**src/rtl/rdiv_pkg.sv**
```systemverilog
package rdiv_pkg;
  typedef enum logic [1:0] {
    ST_IDLE  = 2'd0,
    ST_SHIFT = 2'd1,
    ST_STEP  = 2'd2,
    ST_FIX   = 2'd3
  } rdiv_state_e;
endpackage

```
**src/rtl/rdiv_magnitude.sv**
```systemverilog
module rdiv_magnitude #(
  parameter int W = 32
) (
  input  logic [W-1:0] val,
  input  logic         use_sign,
  output logic [W-1:0] mag,
  output logic         neg
);
  always_comb begin
    neg = use_sign & val[W-1];
    mag = neg ? (~val + W'(1)) : val;
  end
endmodule

```
**src/rtl/rdiv_step.sv**
```systemverilog
module rdiv_step #(
  parameter int W = 32
) (
  input  logic [W:0]   part_in,
  input  logic [W-1:0] dvs,
  output logic [W:0]   part_out,
  output logic         qbit
);
  logic [W:0] diff;

  always_comb begin
    // subtract by adding the two's complement; carry out of the top is dropped
    diff     = part_in + (~{1'b0, dvs} + (W+1)'(1));
    qbit     = ~diff[W];
    part_out = qbit ? diff : part_in;
  end
endmodule

```
**src/rtl/rdiv_resign.sv**
```systemverilog
module rdiv_resign #(
  parameter int W = 32
) (
  input  logic [W-1:0] q_mag,
  input  logic [W-1:0] r_mag,
  input  logic         q_neg,
  input  logic         r_neg,
  output logic [W-1:0] q_out,
  output logic [W-1:0] r_out
);
  always_comb begin
    q_out = q_neg ? (~q_mag + W'(1)) : q_mag;
    r_out = r_neg ? (~r_mag + W'(1)) : r_mag;
  end
endmodule

```
**src/rtl/rdiv_top.sv**
```systemverilog
module rdiv_top
  import rdiv_pkg::*;
#(
  parameter int W = 32
) (
  input  logic         clk,
  input  logic         rst_n,
  input  logic         start,
  input  logic         signed_mode,
  input  logic [W-1:0] dividend,
  input  logic [W-1:0] divisor,
  output logic         busy,
  output logic         done,
  output logic [W-1:0] hi,
  output logic [W-1:0] lo
);
  localparam int AW = 2*W + 1;
  localparam int CW = $clog2(W + 1);

  // reset: asserted asynchronously, released on the clock
  logic [1:0] rsync_q;
  logic       rst_i_n;
  always_ff @(posedge clk or negedge rst_n) begin
    if (!rst_n) rsync_q <= 2'b00;
    else        rsync_q <= {rsync_q[0], 1'b1};
  end
  assign rst_i_n = rsync_q[1];

  // operand magnitudes
  logic [W-1:0] op_val [2];
  logic [W-1:0] op_mag [2];
  logic         op_neg [2];
  assign op_val[0] = dividend;
  assign op_val[1] = divisor;

  for (genvar g = 0; g < 2; g++) begin : g_mag
    rdiv_magnitude #(.W(W)) u_mag (
      .val      (op_val[g]),
      .use_sign (signed_mode),
      .mag      (op_mag[g]),
      .neg      (op_neg[g])
    );
  end

  rdiv_state_e   st_q, st_d;
  logic [AW-1:0] acc_q, acc_d;
  logic [W-1:0]  dvs_q, dvs_d;
  logic          qneg_q, qneg_d, rneg_q, rneg_d;
  logic [CW-1:0] cnt_q, cnt_d;
  logic [W-1:0]  hi_q, hi_d, lo_q, lo_d;
  logic          done_q, done_d;
  logic          acc_en, op_en, cnt_en, res_en, done_en;

  logic [W:0]    part_next;
  logic          qbit;
  logic [W-1:0]  q_fin, r_fin;

  rdiv_step #(.W(W)) u_step (
    .part_in  (acc_q[AW-1:W]),
    .dvs      (dvs_q),
    .part_out (part_next),
    .qbit     (qbit)
  );

  rdiv_resign #(.W(W)) u_resign (
    .q_mag (acc_q[W-1:0]),
    .r_mag (acc_q[AW-1:W+1]),
    .q_neg (qneg_q),
    .r_neg (rneg_q),
    .q_out (q_fin),
    .r_out (r_fin)
  );

  // next-state logic
  always_comb begin
    st_d    = st_q;
    acc_d   = acc_q;
    dvs_d   = dvs_q;
    qneg_d  = qneg_q;
    rneg_d  = rneg_q;
    cnt_d   = cnt_q;
    hi_d    = hi_q;
    lo_d    = lo_q;
    done_d  = done_q;
    acc_en  = 1'b0;
    op_en   = 1'b0;
    cnt_en  = 1'b0;
    res_en  = 1'b0;
    done_en = 1'b0;
    unique case (st_q)
      ST_IDLE: begin
        if (start) begin
          acc_en  = 1'b1;
          op_en   = 1'b1;
          cnt_en  = 1'b1;
          done_en = 1'b1;
          acc_d   = {{(W+1){1'b0}}, op_mag[0]};
          dvs_d   = op_mag[1];
          qneg_d  = op_neg[0] ^ op_neg[1];
          rneg_d  = op_neg[0];
          cnt_d   = '0;
          done_d  = 1'b0;
          st_d    = ST_SHIFT;
        end
      end
      ST_SHIFT: begin
        acc_en = 1'b1;
        acc_d  = {acc_q[AW-2:0], 1'b0};
        st_d   = ST_STEP;
      end
      ST_STEP: begin
        acc_en = 1'b1;
        cnt_en = 1'b1;
        acc_d  = {part_next[W-1:0], acc_q[W-1:0], qbit};
        cnt_d  = cnt_q + CW'(1);
        if (cnt_q == CW'(W - 1)) st_d = ST_FIX;
      end
      ST_FIX: begin
        res_en  = 1'b1;
        done_en = 1'b1;
        hi_d    = r_fin;
        lo_d    = q_fin;
        done_d  = 1'b1;
        st_d    = ST_IDLE;
      end
      default: st_d = ST_IDLE;
    endcase
  end

  // registers
  always_ff @(posedge clk or negedge rst_i_n) begin
    if (!rst_i_n) begin
      st_q   <= ST_IDLE;
      acc_q  <= '0;
      dvs_q  <= '0;
      qneg_q <= 1'b0;
      rneg_q <= 1'b0;
      cnt_q  <= '0;
      hi_q   <= '0;
      lo_q   <= '0;
      done_q <= 1'b0;
    end else begin
      st_q <= st_d;
      if (acc_en) acc_q <= acc_d;
      if (op_en) begin
        dvs_q  <= dvs_d;
        qneg_q <= qneg_d;
        rneg_q <= rneg_d;
      end
      if (cnt_en) cnt_q <= cnt_d;
      if (res_en) begin
        hi_q <= hi_d;
        lo_q <= lo_d;
      end
      if (done_en) done_q <= done_d;
    end
  end

  assign busy = (st_q != ST_IDLE);
  assign done = done_q;
  assign hi   = hi_q;
  assign lo   = lo_q;
endmodule

```
**config.mk**
```make
export PLATFORM = sky130hd
export DESIGN_NAME = rdiv_top
export DESIGN_NICKNAME = d
export VERILOG_FILES = /design/src/rtl/rdiv_pkg.sv /design/src/rtl/rdiv_magnitude.sv /design/src/rtl/rdiv_step.sv /design/src/rtl/rdiv_resign.sv /design/src/rtl/rdiv_top.sv
export SDC_FILE = /design/constraint.sdc
export NUM_CORES = 1
export LEC_CHECK = 0
export ABC_CLOCK_PERIOD_IN_PS = 14900
export BUFFER_PORTS_ARGS = -buffer_cell sky130_fd_sc_hd__buf_2
export CAP_MARGIN = 30
export CELL_PAD_IN_SITES_DETAIL_PLACEMENT = 1
export CELL_PAD_IN_SITES_GLOBAL_PLACEMENT = 1
export CORE_ASPECT_RATIO = 0.75
export CORE_UTILIZATION = 48
export DETAILED_ROUTE_END_ITERATION = 6
export GPL_ROUTABILITY_DRIVEN = 0
export HOLD_SLACK_MARGIN = 0.02
export PLACE_DENSITY_LB_ADDON = 0.1
export SLEW_MARGIN = 40
export SYNTH_ARGS = -nofsm -noshare
export SYNTH_HDL_FRONTEND = slang
export SYNTH_SLANG_ARGS = --single-unit
```
**constraint.sdc**
```tcl
create_clock -name clk -period 14.9 [get_ports clk]
set_input_delay 2.235 -clock clk [delete_from_list [all_inputs] [get_ports clk]]
set_output_delay 2.235 -clock clk [all_outputs]
set_load 0.01 [all_outputs]
```
# Word level (Yosys, flattened, before mapping)
# Cells that the tools add are included.
# totals
regBits	174
wordCells	64
input_bits	68
# op_classes
eq_ne	6
n_bitwise	9
n_mux	20
n_reduce_logical	12
add_sub_neg	7
# op_table
operator	count
65-bit one-hot mux with 3 select lines	1
32-bit two-way mux	5
32-bit by 1-bit adder with 32-bit output, second input constant	4
32-bit inverter	4
65-bit two-way mux	1
33-bit by 1-bit adder with 33-bit output, second input constant	1
33-bit adder	1
32-bit inverter with 33-bit output	1
6-bit one-hot mux with 2 select lines	1
3-bit AND reduction	4
1-bit one-hot mux with 2 select lines	4
2-bit one-hot mux with 4 select lines	1
6-bit by 1-bit adder with 6-bit output, second input constant	1
6-bit by 5-bit equality test with 1-bit output, second input constant	1
6-bit two-way mux	1
2-bit nonzero test	3
2-bit equality test, second input constant	2
1-bit two-way mux	4
2-bit two-way mux	2
2-bit != test, second input constant	2
2-bit AND reduction	2
3-bit nonzero test	1
1-bit AND	2
2-bit by 1-bit equality test with 1-bit output, second input constant	1
other kinds (4)	4

# Longest topological paths before layout
# Gate-level depths: netlist of run 1.
# logic_depth
depth_word	5
mapped_depth	13
ltp_nobuf	12

# Modules after synthesis
# Synthesis of run 1 repeated with hierarchy kept, for this count alone.
# hier_totals
cells_unflattened	1352
area_unflattened_um2	12529.5
# by_module_without_submodules
module	area_per_inst_um2	seq_area_each_um2	n_inst	cells_each
rdiv_top	7201.9	4354.2	1	595
rdiv_step	2461.1	0.0	1	356
rdiv_resign	1452.6	0.0	1	189
rdiv_magnitude	706.9	0.0	2	106

# Worst setup path before layout of run 1
# Ideal clock, no wire load.
# synth_path
kind	input to register
start	in dividend[9]
end	reg acc_q[29]
t_required_ps	14823
path_slack_ps	10449
cell_stages	8
t_arrival_ps	4373
n_path_buf	0
path_cell_list	or4_4 or4_4 nor4_4 nand3b_2 o41ai_2 xnor2_1 a22oi_2 a21oi_1
# synth_between
elab_chain_len	5
# synth_lines
item	line	rtl
start: declaration	rdiv_top.sv:10	input logic [W-1:0] dividend,
32-bit inverter	rdiv_magnitude.sv:11	mag = neg ? (~val + W'(1)) : val;
32-bit by 1-bit adder with 32-bit output	rdiv_magnitude.sv:11	
32-bit two-way mux	rdiv_magnitude.sv:11	
65-bit two-way mux	rdiv_top.sv:92	if (start) begin
65-bit one-hot mux with 3 select lines	rdiv_top.sv:90	unique case (st_q)
end signal: assignment	rdiv_top.sv:134	acc_q <= '0;
end signal: assignment	rdiv_top.sv:144	if (acc_en) acc_q <= acc_d;
end: declaration	rdiv_top.sv:46	logic [AW-1:0] acc_q, acc_d;
# No other way between the ends. The select of a mux whose other input is x is not followed.
# A chain may end at the register's enable or synchronous reset.

# Final worst setup path of run 1
# layout_path
start	in dividend[9]
end	reg acc_q[27]
# The elaborated chain is that of the path after synthesis.

==> metrics.md, run 1 <==
| Metric | Value |
|---|---|
| Worst hold path class | flip-flop to asynchronous set/reset pin |
| Commonest non-fill, non-tap cell in the layout | dfrtp_1 |
| Pin slew with the least headroom to its limit | approximately 0.84 ns |
| Fillers | roughly 2800 |
| PortBufs | 133 |
| Synth Area per Inst | between 8 and 9 um^2 |
| Leak | 0.00574 uW |
| H-tree depth | 4 |
| Slowest stage cell, crit path | or4_4 |
| Crit path kind | input port to flip-flop |
| Clk network pwr share | between 10% and 20% |
| Crit path time final | 4.37 ns |
| CP Capture Type | flip-flop |
| Slew margin rel. | ~44% |
| Worst vdd ir | 0.128 mV |
| Period utilisation layout | 29.3% |
| Maximum clock frequency | about 230 MHz |
| PostCTS Resize Cnt | 0 |
| Data required, critical path | ~15 ns |
| CP delay by family, top | simple AND/OR/NAND/NOR gates |
| First-pass GRT wire length | 53800 um |
| Dpl ws | a little over 10 ns |
| Clk Latency, worst-skew pair | about 0.44 ns |
| CTS Root Cell | clkbuf_16 |
| Switching part of the total | about half |
| Post-DP HPWL | around 24000 um |
| Largest stage delay on the critical path | just under 0.6 ns |
| Layout cells sized above 1 | 14.8% |
| Sequential fraction of the synthesis area | around 39% |
| I/O Pins | roughly 130 |
| Sequential Power Share | between 30% and 40% |
| CP Launch Type | input port |
| Clock Skew | 0.0133 ns |
| Flops & latches, synth | roughly 170 |
| Ys Warns | 0 |
| Clock tree buffer depth | 2 |
| Antenna cells | 0 |
| CTS tree | built |
| Hold Buf Count CTS | 0 |
| PD cells | around 220 mW/mm^2 |
| Ys async rst share | 100% |
| WP buf/inv | 1 |
| Post-Place Cells | ~1700 |
| EDFF count, synth | 0 |
| MaxCap Viol Count | 0 |
| Num rows | 48 |
| Initial Util | approximately half |
| Gate Count Post-Synth | roughly 1300 |
| Initial antenna violation count | 0 |
| # clock sinks | ~170 |
| Vias in the first global route | between 9000 and 10000 |
| WP data arrival | 4.73 ns |
| CTS Buf Count | 17 |
| Min Hold Slack | a little over 0.3 ns |
| Slack of the critical path | approximately 11 ns |
| Switch Pwr | between 1000 and 1500 uW |
| CP cell instances | buf_2, or4_4, or4_4, nor4_4, nand3b_2, o21ai_0, xnor2_1, a22oi_1, o21ai_0 |
| Final Net Count | about 1500 |
| Synth Flop Type | dfrtp_1 |
| Final setup TNS | 0 ns |
| Non-Filler Instances | roughly 1700 |
| DRC Markers | 0 |
| Netlist cell types | between 60 and 70 |
| Routed len/inst | 19.5 um |
| Total design power | 2830 uW |
| Via/cell ratio | 5.91 |
| Drt first pass iters | 5 |
| All-Layer GR Usage | 28.6% |
| Vias | ~10000 |
| Hold Fails Final Rpt | 0 |
| P_int | 1450 uW |
| R2r setup slk | 11.06 ns |
| Most frequent cells in the layout | dfrtp_1 (171), nor2_1 (144), nand2_1 (138) |
| Synthesis-to-finish area growth | 13.1% |
| Die H | 135 um |
| Mapped Area | ~0.011 mm^2 |
| Crit Path Max Fanout | 6 |
| Clk slew on worst S/H paths | approximately 0.07 ns |
| Final setup fails | 0 |
| Routed wire length | between 30000 and 40000 um |
| Drt first-iter violations | between 700 and 800 |
| Slew Viols, Final | 0 |
| Die footprint | around 0.024 mm^2 |
| Post-synth net total | roughly 1400 |
| Largest net degree at the start of global routing | between 90 and 100 |
| Placeable Area | about 0.023 mm^2 |
| Status | finished, final reports clean |
| GRT Residual Overflow | 0 |
| Detail Route Antenna Nets | 0 |
| Die W | around 180 um |
| RSZ-0062 raised after global routing | false |
| Gate power share | between 50% and 60% |
| Setup bufs post-CTS | 0 |
## flip-flops by register name, indices dropped and copies added, names as in the netlist, 2 cells and up
name,flops
lo,32
cnt_q,6
st_q,2
dvs_q,32
hi,32
acc_q,65
rsync_q,2
## logic make-up (layout without fill, tap and decap cells)
kind of cell,count (synthesis),in the layout,share of synthesized area (%)
XOR/XNOR,147,147,11.5
flip-flops,174,174,38.7
multiplexers,24,24,2.24
buffers and inverters,127,232,4.31
adder cells (fa/ha/maj),42,42,4.74
other,1,1,0.0333
AND/OR/NAND/NOR,399,399,16.3
AO/OA/AOI/OAI,402,402,22.2
## metrics by stage
step,instance area [um^2],utilization (%)
4_1_cts,12700,55.3
3_3_place_gp,12100,52.7
6_report,12700,55.3
2_1_floorplan,11300,-
5_1_grt,12700,55.3
3_5_place_dp,12100,52.8
## power by group through the flow
stage	combinational, uW	sequential, uW	clock (uW)
floorplan	1050	843	0
global placement	1420	864	0
detailed placement	1480	874	0
CTS	1500	871	460
global route	1680	901	475
finish	1510	873	451
## cell type report
type / instances / area, um^2 / share of cell area [%]
Sequential cell: 174 / 4360 / 34.3
Inverter: 58 / 218 / 1.71
Tap cell: 300 / 375 / 2.95
Clock buffer: 18 / 439 / 3.45
Multi-Input combinational cell: 1015 / 6450 / 50.7
Clock inverter: 14 / 139 / 1.09
Timing Repair Buffer: 142 / 744 / 5.85
## cells in the mapped netlist, drive strengths merged (7+ instances only)
| library cell | count | area, um^2 |
|---|---|---|
| nor4 | 17 | 149 |
| nand2 | 139 | 522 |
| ha | 41 | 513 |
| dfrtp | 174 | 4350 |
| a21oi | 126 | 631 |
| a21o | 9 | 67.6 |
| buf | 11 | 48.8 |
| o31ai | 32 | 254 |
| a221o | 13 | 130 |
| clkbuf | 58 | 219 |
| a22oi | 37 | 283 |
| nor2 | 145 | 544 |
| or4 | 11 | 97.6 |
| nor2b | 7 | 43.8 |
| or3 | 11 | 70.1 |
| mux2 | 9 | 101 |
| nor3 | 18 | 90.1 |
| nand3 | 20 | 100 |
| nand2b | 8 | 50.1 |
| xnor2 | 53 | 472 |
| o21ai | 125 | 626 |
| o41ai | 13 | 121 |
| mux2i | 15 | 150 |
| and2 | 7 | 43.8 |
| xor2 | 94 | 823 |
| inv | 58 | 218 |
## worst paths after layout
path | start | cells after the start | endpoint
setup / recovery | dividend[9] | 9 | acc_q[27]
hold / removal | rsync_q[1] | 0 | hi[15]
setup reg to reg | dvs_q[0] | 12 | acc_q[62]
hold reg to reg | rsync_q[1] | 0 | hi[15]
max in group asynchronous | rst_n | 1 | rsync_q[1]
min in group clk | rsync_q[0] | 0 | rsync_q[1]
## routing by layer
metal	routed length (um)	GRT usage, %
met5	0	0
met4	285	5.93
met3	1860	4.17
met2	13900	40.2
met1	17500	45.7
Power figures use the tool's default switching activity.
==> run 2, diff against run 1 <==
Settings changed: ABC_CLOCK_PERIOD_IN_PS 14900 to 3800, CORE_UTILIZATION 48 to 41.
Clock period 14.9 ns to 3.8 ns, I/O delays scaled along.
==> run 2 against run 1 <==
Effect of this change: the run now ends with design-rule violations left; total power grew to 3.9 times the previous value; register-to-register slack lost 11 ns; die area increased by 17%; clock skew shrank 0.00087 ns; global-route usage shrank 3.7 points; largest power group unchanged; highest routed layer unchanged.
==> metrics.md, run 2 (synthesis gave the netlist of run 1 again) <==
| Metric | Value |
|---|---|
| Worst R2R Start | acc_q[33] |
| Largest register by flop count | acc_q |
| Initial antenna violation count | 0 |
| PD cells | between 800 and 900 mW/mm^2 |
| DP Area | between 0.01 and 0.015 mm^2 |
| Fillers | between 3000 and 4000 |
| Most frequent cells in the layout | dfrtp_1 (172), nor2_1 (144), nand2_1 (138) |
| Die H | 145 um |
| Maximum clock frequency | 288 MHz |
| I/O Pins | between 100 and 150 |
| Commonest non-fill, non-tap cell in the layout | dfrtp_1 |
| All-Layer GR Usage | between 20% and 30% |
| Crit Path Max Fanout | 22 |
| Clk slew on worst S/H paths | approximately 0.070 ns |
| Slew margin rel. | between 40% and 50% |
| Detail Route Antenna Nets | 0 |
| CP Launch Type | flip-flop |
| Gate power share | between 50% and 60% |
| Synthesis-to-finish area growth | 15.2% |
| Crit path from | acc_q[33] |
| Die footprint | 0.0281 mm^2 |
| P_int | around 5800 uW |
| Crit path time final | around 3.5 ns |
| Switch Pwr | ~5400 uW |
| Final setup TNS | 0 ns |
| Worst vdd ir | roughly 0.4 mV |
| Largest net degree at the start of global routing | about 70 |
| Clk network pwr share | between 10% and 20% |
| Leak | a little under 0.006 uW |
| Status | finished, violations left |
| Non-Filler Instances | 1797 |
| CTS Buf Count | 17 |
| Clock Skew | 0.0124 ns |
| Layout cells sized above 1 | between 10% and 20% |
| Clk Latency, worst-skew pair | about 0.44 ns |
| GRT Residual Overflow | 0 |
| DRC Markers | 11 |
| Final Net Count | ~1500 |
| Failing checks | design-rule violations |
| CTS tree | built |
| CP Capture Type | flip-flop |
| CTS Root Cell | clkbuf_16 |
| Die W | slightly below 200 um |
| Initial Util | a little over two fifths |
| PortBufs | 133 |
| Hold Buf Count CTS | 1 |
| Final core utilization | about 48% |
| Final setup fails | 0 |
| H-tree depth | 4 |
| Hold Fails Final Rpt | 0 |
| Setup bufs post-CTS | 0 |
| Num rows | 52 |
| Routed len/inst | 18.9 um |
| Via/cell ratio | roughly 5.6 |
| First-pass GRT wire length | approximately 56000 um |
| RSZ-0062 raised after global routing | false |
| WP data arrival | 3.79 ns |
| # clock sinks | around 170 |
| Crit path kind | flip-flop to flip-flop |
| Post-Place Cells | around 1800 |
| Vias in the first global route | about 9800 |
| Period utilisation layout | between 90% and 100% |
| Drt first pass iters | 7 |
| Clock tree buffer depth | 2 |
| Pin slew with the least headroom to its limit | approximately 0.75 ns |
| Max reg flops | 65 |
| Worst hold path class | flip-flop to asynchronous set/reset pin |
| Slew Viols, Final | 0 |
| Final instance area | around 0.013 mm^2 |
| R2r setup slk | ~0.33 ns |
| Placeable Area | around 0.027 mm^2 |
| Drt first-iter violations | around 520 |
| PostCTS Resize Cnt | 0 |
| Switching part of the total | slightly below 50% |
| Worst setup path end | acc_q[39] |
| Routed wire length | around 34000 um |
| Worst reg2reg path depth | 12 |
| Antenna cells | 0 |
| Worst r2r dst | acc_q[39] |
| Sequential Power Share | 29.8% |
| Data required, critical path | roughly 4.1 ns |
| Post-DP HPWL | 25800 um |
| MaxCap Viol Count | 0 |
| Vias | 10000 |
run 2: final cells by class:
class,instances,area (um^2),share of cell area [%]
repair buffers,168,943,7.28
well taps,351,439,3.39
clock buffers,17,425,3.28
multi-input cells,1015,6440,49.7
clock inverters,14,136,1.05
inverters,58,218,1.68
flip-flops and latches,174,4360,33.6
run 2: worst min path at each step:
stage | from | to | slack (ns) | cells after the start
global route | rsync_q[1] | hi[13] | 0.21 | 0
global placement | rsync_q[1] | hi[8] | 0.20 | 0
CTS | rsync_q[1] | hi[13] | 0.20 | 0
floorplan | rst_n | rsync_q[0] | 0.27 | 0
detailed placement | rsync_q[1] | hi[10] | 0.19 | 0
finish | rsync_q[1] | hi[10] | 0.19 | 0
run 2: per-layer routing:
metal	up-vias	wire, um	GRT usage [%]
met4	0	254	4.32
met5	-	0	0
met1	4907	19300	41.3
met2	194	13000	33.0
li1	4898	-	-
met3	17	1480	4.22
run 2: power by group through the flow:
stage / logic [uW] / clock network (uW) / registers [uW]
6_report: 6090 / 1720 / 3320
5_1_grt: 6810 / 1830 / 3450
4_1_cts: 6080 / 1760 / 3320
3_5_place_dp: 6030 / 0 / 3350
3_3_place_gp: 5910 / 0 / 3310
2_1_floorplan: 4120 / 0 / 3300
run 2: critical path, stage by stage, from the launching register on:
cell and delay [ns]:
dfrtp_1 0.47, inv_1 0.14, fa_1 0.46, nor2b_1 0.25, o31ai_1 0.11, o21ai_1 0.23
o31a_1 0.30, a41oi_2 0.18, xnor2_2 0.24, buf_4 0.26, o21bai_1 0.08, buf_4 0.24
a221o_1 0.38
run 2: through the flow:
stage / setup WS [ns] / total power (uW) / hold slack [ns]
6_report: 0.330 / 11100 / 0.192
2_1_floorplan: 0.913 / 7420 / 0.274
4_1_cts: 0.371 / 11200 / 0.204
3_5_place_dp: 0.380 / 9380 / 0.192
3_3_place_gp: 0.525 / 9220 / 0.195
5_1_grt: 0.127 / 12100 / 0.212
==> run 3, diff against run 2 <==
Settings changed: CORE_UTILIZATION 41 to 42, SYNTH_HIERARCHICAL set to 1.
==> run 3 against run 2 <==
Effect of this change: clock-buffer cell count increased by 1; sequential share of layout area decreased by 3.8 points; largest cell class unchanged; combinational power fell by 19%; setup slack got worse by 0.23 ns; synthesized area rose by 11%; clock power grew 6%; global-route usage grew 0.46 points; non-clock buffer count up 27; register-to-register slack worse by 0.23 ns; sequential cell count unchanged; total power is 12% lower; the run now ends clean; clock skew increased by 0.0012 ns.
==> metrics.md, run 3 <==
| Metric | Value |
|---|---|
| Status | finished, final reports clean |
| Routed wire length | approximately 38000 um |
| H-tree depth | 4 |
| WP data arrival | roughly 4 ns |
| Final setup TNS | 0 ns |
| Max reg flops | 65 |
| Largest net degree at the start of global routing | roughly 100 |
| Multiplexer share of the synthesized area | 10.6% |
| Period utilisation layout | a little over nine tenths |
| Post-synthesis adder-cell area fraction | between 4 and 5% |
| Crit path kind | flip-flop to flip-flop |
| Die W | about 200 um |
| WP buf/inv | 2 |
| Largest family of logic cells by synthesized area | compound AO/OA/AOI/OAI gates |
| Synth Area per Inst | between 9 and 10 um^2 |
| Slowest stage cell, crit path | a311o_1 |
| Mapped Area | about 0.013 mm^2 |
| Sequential fraction of the synthesis area | around a third |
| Post-Place Cells | about 1900 |
| Crit Path Max Fanout | 6 |
| Worst R2R Start | acc_q[32] |
| Die footprint | between 0.03 and 0.04 mm^2 |
| Post-synth top area cell | dfrtp_1 |
| Worst vdd ir | ~0.51 mV |
| Detail Route Antenna Nets | 0 |
| MaxCap Viol Count | 0 |
| RSZ-0062 raised after global routing | true |
| Final setup fails | 0 |
| Synth area leaders | dfrtp_1 (35%), mux2_2 (10%), xnor2_1 (6.5%) |
| CP delay by family, top | compound AO/OA/AOI/OAI gates |
| Largest stage delay on the critical path | just under 0.4 ns |
| Complex-gate fraction of the synthesized area | around 20% |
| Seq. cell area | approximately 0.0044 mm^2 |
| CP dominant cell by count | a21oi_4 |
| # clock sinks | between 150 and 200 |
| Leak | approximately 0.0066 uW |
| Die H | ~150 um |
| Via/cell ratio | ~5.7 |
| Maximum clock frequency | ~270 MHz |
| Vias | approximately 11000 |
| Most frequent cells in the layout | dfrtp_1 (171), buf_2 (133), nand2_1 (124) |
| Slew Viols, Final | 0 |
| Crit path time final | 3.69 ns |
| First-pass GRT wire length | 60200 um |
| Worst r2r dst | acc_q[55] |
| M2 GR Usage | between 30% and 40% |
| Layout cells sized above 1 | roughly 27% |
| DP Area | approximately 0.014 mm^2 |
| Drt first-iter violations | ~670 |
| Most frequent cells after synthesis | dfrtp_1 (174), nand2_1 (125), mux2_2 (112), o21ai_0 (97), a21oi_1 (95) |
| CTS Buf Count | 17 |
| Synthesis-to-finish area growth | 16.8% |
| Fillers | 3404 |
| R2r setup slk | roughly 0.11 ns |
| CTS Root Cell | clkbuf_16 |
| Synth Flop Type | dfrtp_1 |
| CTS tree | built |
| Initial Util | 42.9% |
| Drt first pass iters | 5 |
| Clk Latency, worst-skew pair | 0.45 ns |
| Most common cell in the synthesized netlist | dfrtp_1 |
| CP cell instances | inv_1, ha_2, fa_2, or2b_1, a21oi_4, o21bai_4, a21oi_4, o2111ai_4, a311o_1, o211ai_1, ha_4, buf_6, nand4_1, o221ai_2, or3_1, a22oi_2, o21ai_1 |
| Layer carrying the most global-route usage | met1 |
| Antenna cells | 0 |
| Clk slew on worst S/H paths | around 0.070 ns |
| Hold Fails Final Rpt | 0 |
| Ys Warns | 6 |
| Vias in the first global route | slightly above 10000 |
| Post-synthesis xor/xnor area fraction | roughly a tenth |
| DRC Markers | 0 |
| M3 GR Usage | 6.99% |
| Synth top area share | 34.8% |
| Netlist cell types | between 80 and 90 |
| Ys async rst share | between 90% and 100% |
| Worst hold path class | flip-flop to asynchronous set/reset pin |
| Met1 Use GR | approximately two fifths |
| Multi-input logic area | approximately 0.0077 mm^2 |
| PortBufs | approximately 130 |
| Pin slew with the least headroom to its limit | around 0.76 ns |
| All-Layer GR Usage | between 20% and 30% |
| Non-Filler Instances | ~1900 |
| Commonest non-fill, non-tap cell in the layout | dfrtp_1 |
| Largest register by flop count | acc_q |
| Worst reg2reg path depth | 17 |
| Final instance area | ~0.015 mm^2 |
| Placeable Area | a little under 0.03 mm^2 |
| Post-synth net total | 1464 |
| Initial antenna violation count | 1 |
| Final Net Count | roughly 1600 |
| Post-DP HPWL | approximately 29000 um |
| GRT Residual Overflow | 0 |
| Num rows | 54 |
| Flops & latches, synth | 174 |
| EDFF count, synth | 0 |
| I/O Pins | 134 |
| CP Capture Type | flip-flop |
| Data required, critical path | 4.10 ns |
| Synth Area in Simple Gates | 15.6% |
| PD cells | 670 mW/mm^2 |
| Clock Skew | approximately 0.014 ns |
| Gate Count Post-Synth | approximately 1400 |
| Total design power | around 10000 uW |
| CP Launch Type | flip-flop |
| Routed len/inst | roughly 20 um |
| Clock tree buffer depth | 2 |
| Slew margin rel. | 49.6% |
==> run 3: kinds of logic after synthesis <==
logic type / Yosys count
buf+inv: 132
flops: 174
fa+ha+maj: 44
xor+xnor: 138
mux: 117
compound gates: 382
other cells: 1
simple gates: 364
==> run 3: metrics by stage <==
stage / worst slack [ns] / hold WS [ns] / utilization [%]
CTS: 0.00811 / 0.316 / 49.5
global route: -0.0625 / 0.345 / 50.1
floorplan: 0.0190 / 0.274 / -
finish: 0.105 / 0.289 / 50.1
detailed placement: -0.0703 / 0.307 / 47.3
global placement: 0.0996 / 0.305 / 47.2
==> run 3: worst max path at each step <==
stage	start	end	slack, ns	cells after the start
floorplan	acc_q[32]	acc_q[48]	0.02	16
global placement	acc_q[32]	acc_q[55]	0.1	17
detailed placement	acc_q[32]	acc_q[55]	-0.07	17
CTS	acc_q[32]	acc_q[55]	0.008	17
global route	acc_q[51]	acc_q[55]	-0.06	15
finish	acc_q[32]	acc_q[55]	0.11	17
==> run 3: report_power, final <==
group / switching [uW] / internal [uW]
Clock: 821 / 1000
Combinational: 3000 / 1930
Sequential: 588 / 2450
Total: 4410 / 5390
==> run 3: what timing repair did <==
| action | 4_1_cts | 5_1_grt |
|---|---|---|
| buffers inserted | 1 | 6 |
| endpoints found under the setup margin | 6 | 23 |
| hold buffers | 1 | 0 |
| hold endpoints to repair | 2 | 0 |
| resized for setup | 4 | 25 |
| gates cloned | 0 | 1 |
| pin swaps | 3 | 8 |
==> run 3: per-layer routing <==
layer	vias up	wire length [um]
met3	22	2940
li1	5192	-
met1	5367	20300
met2	295	14600
met5	-	13
met4	2	293
==> run 3: cell type report <==
cell class | count | area share, %
tap | 392 | 3.35
inverter | 60 | 1.54
timing repair buffer | 195 | 8.29
sequential | 174 | 29.8
multi-input combinational | 1046 | 52.9
clock inverter | 14 | 1.08
clock buffer | 18 | 3.00
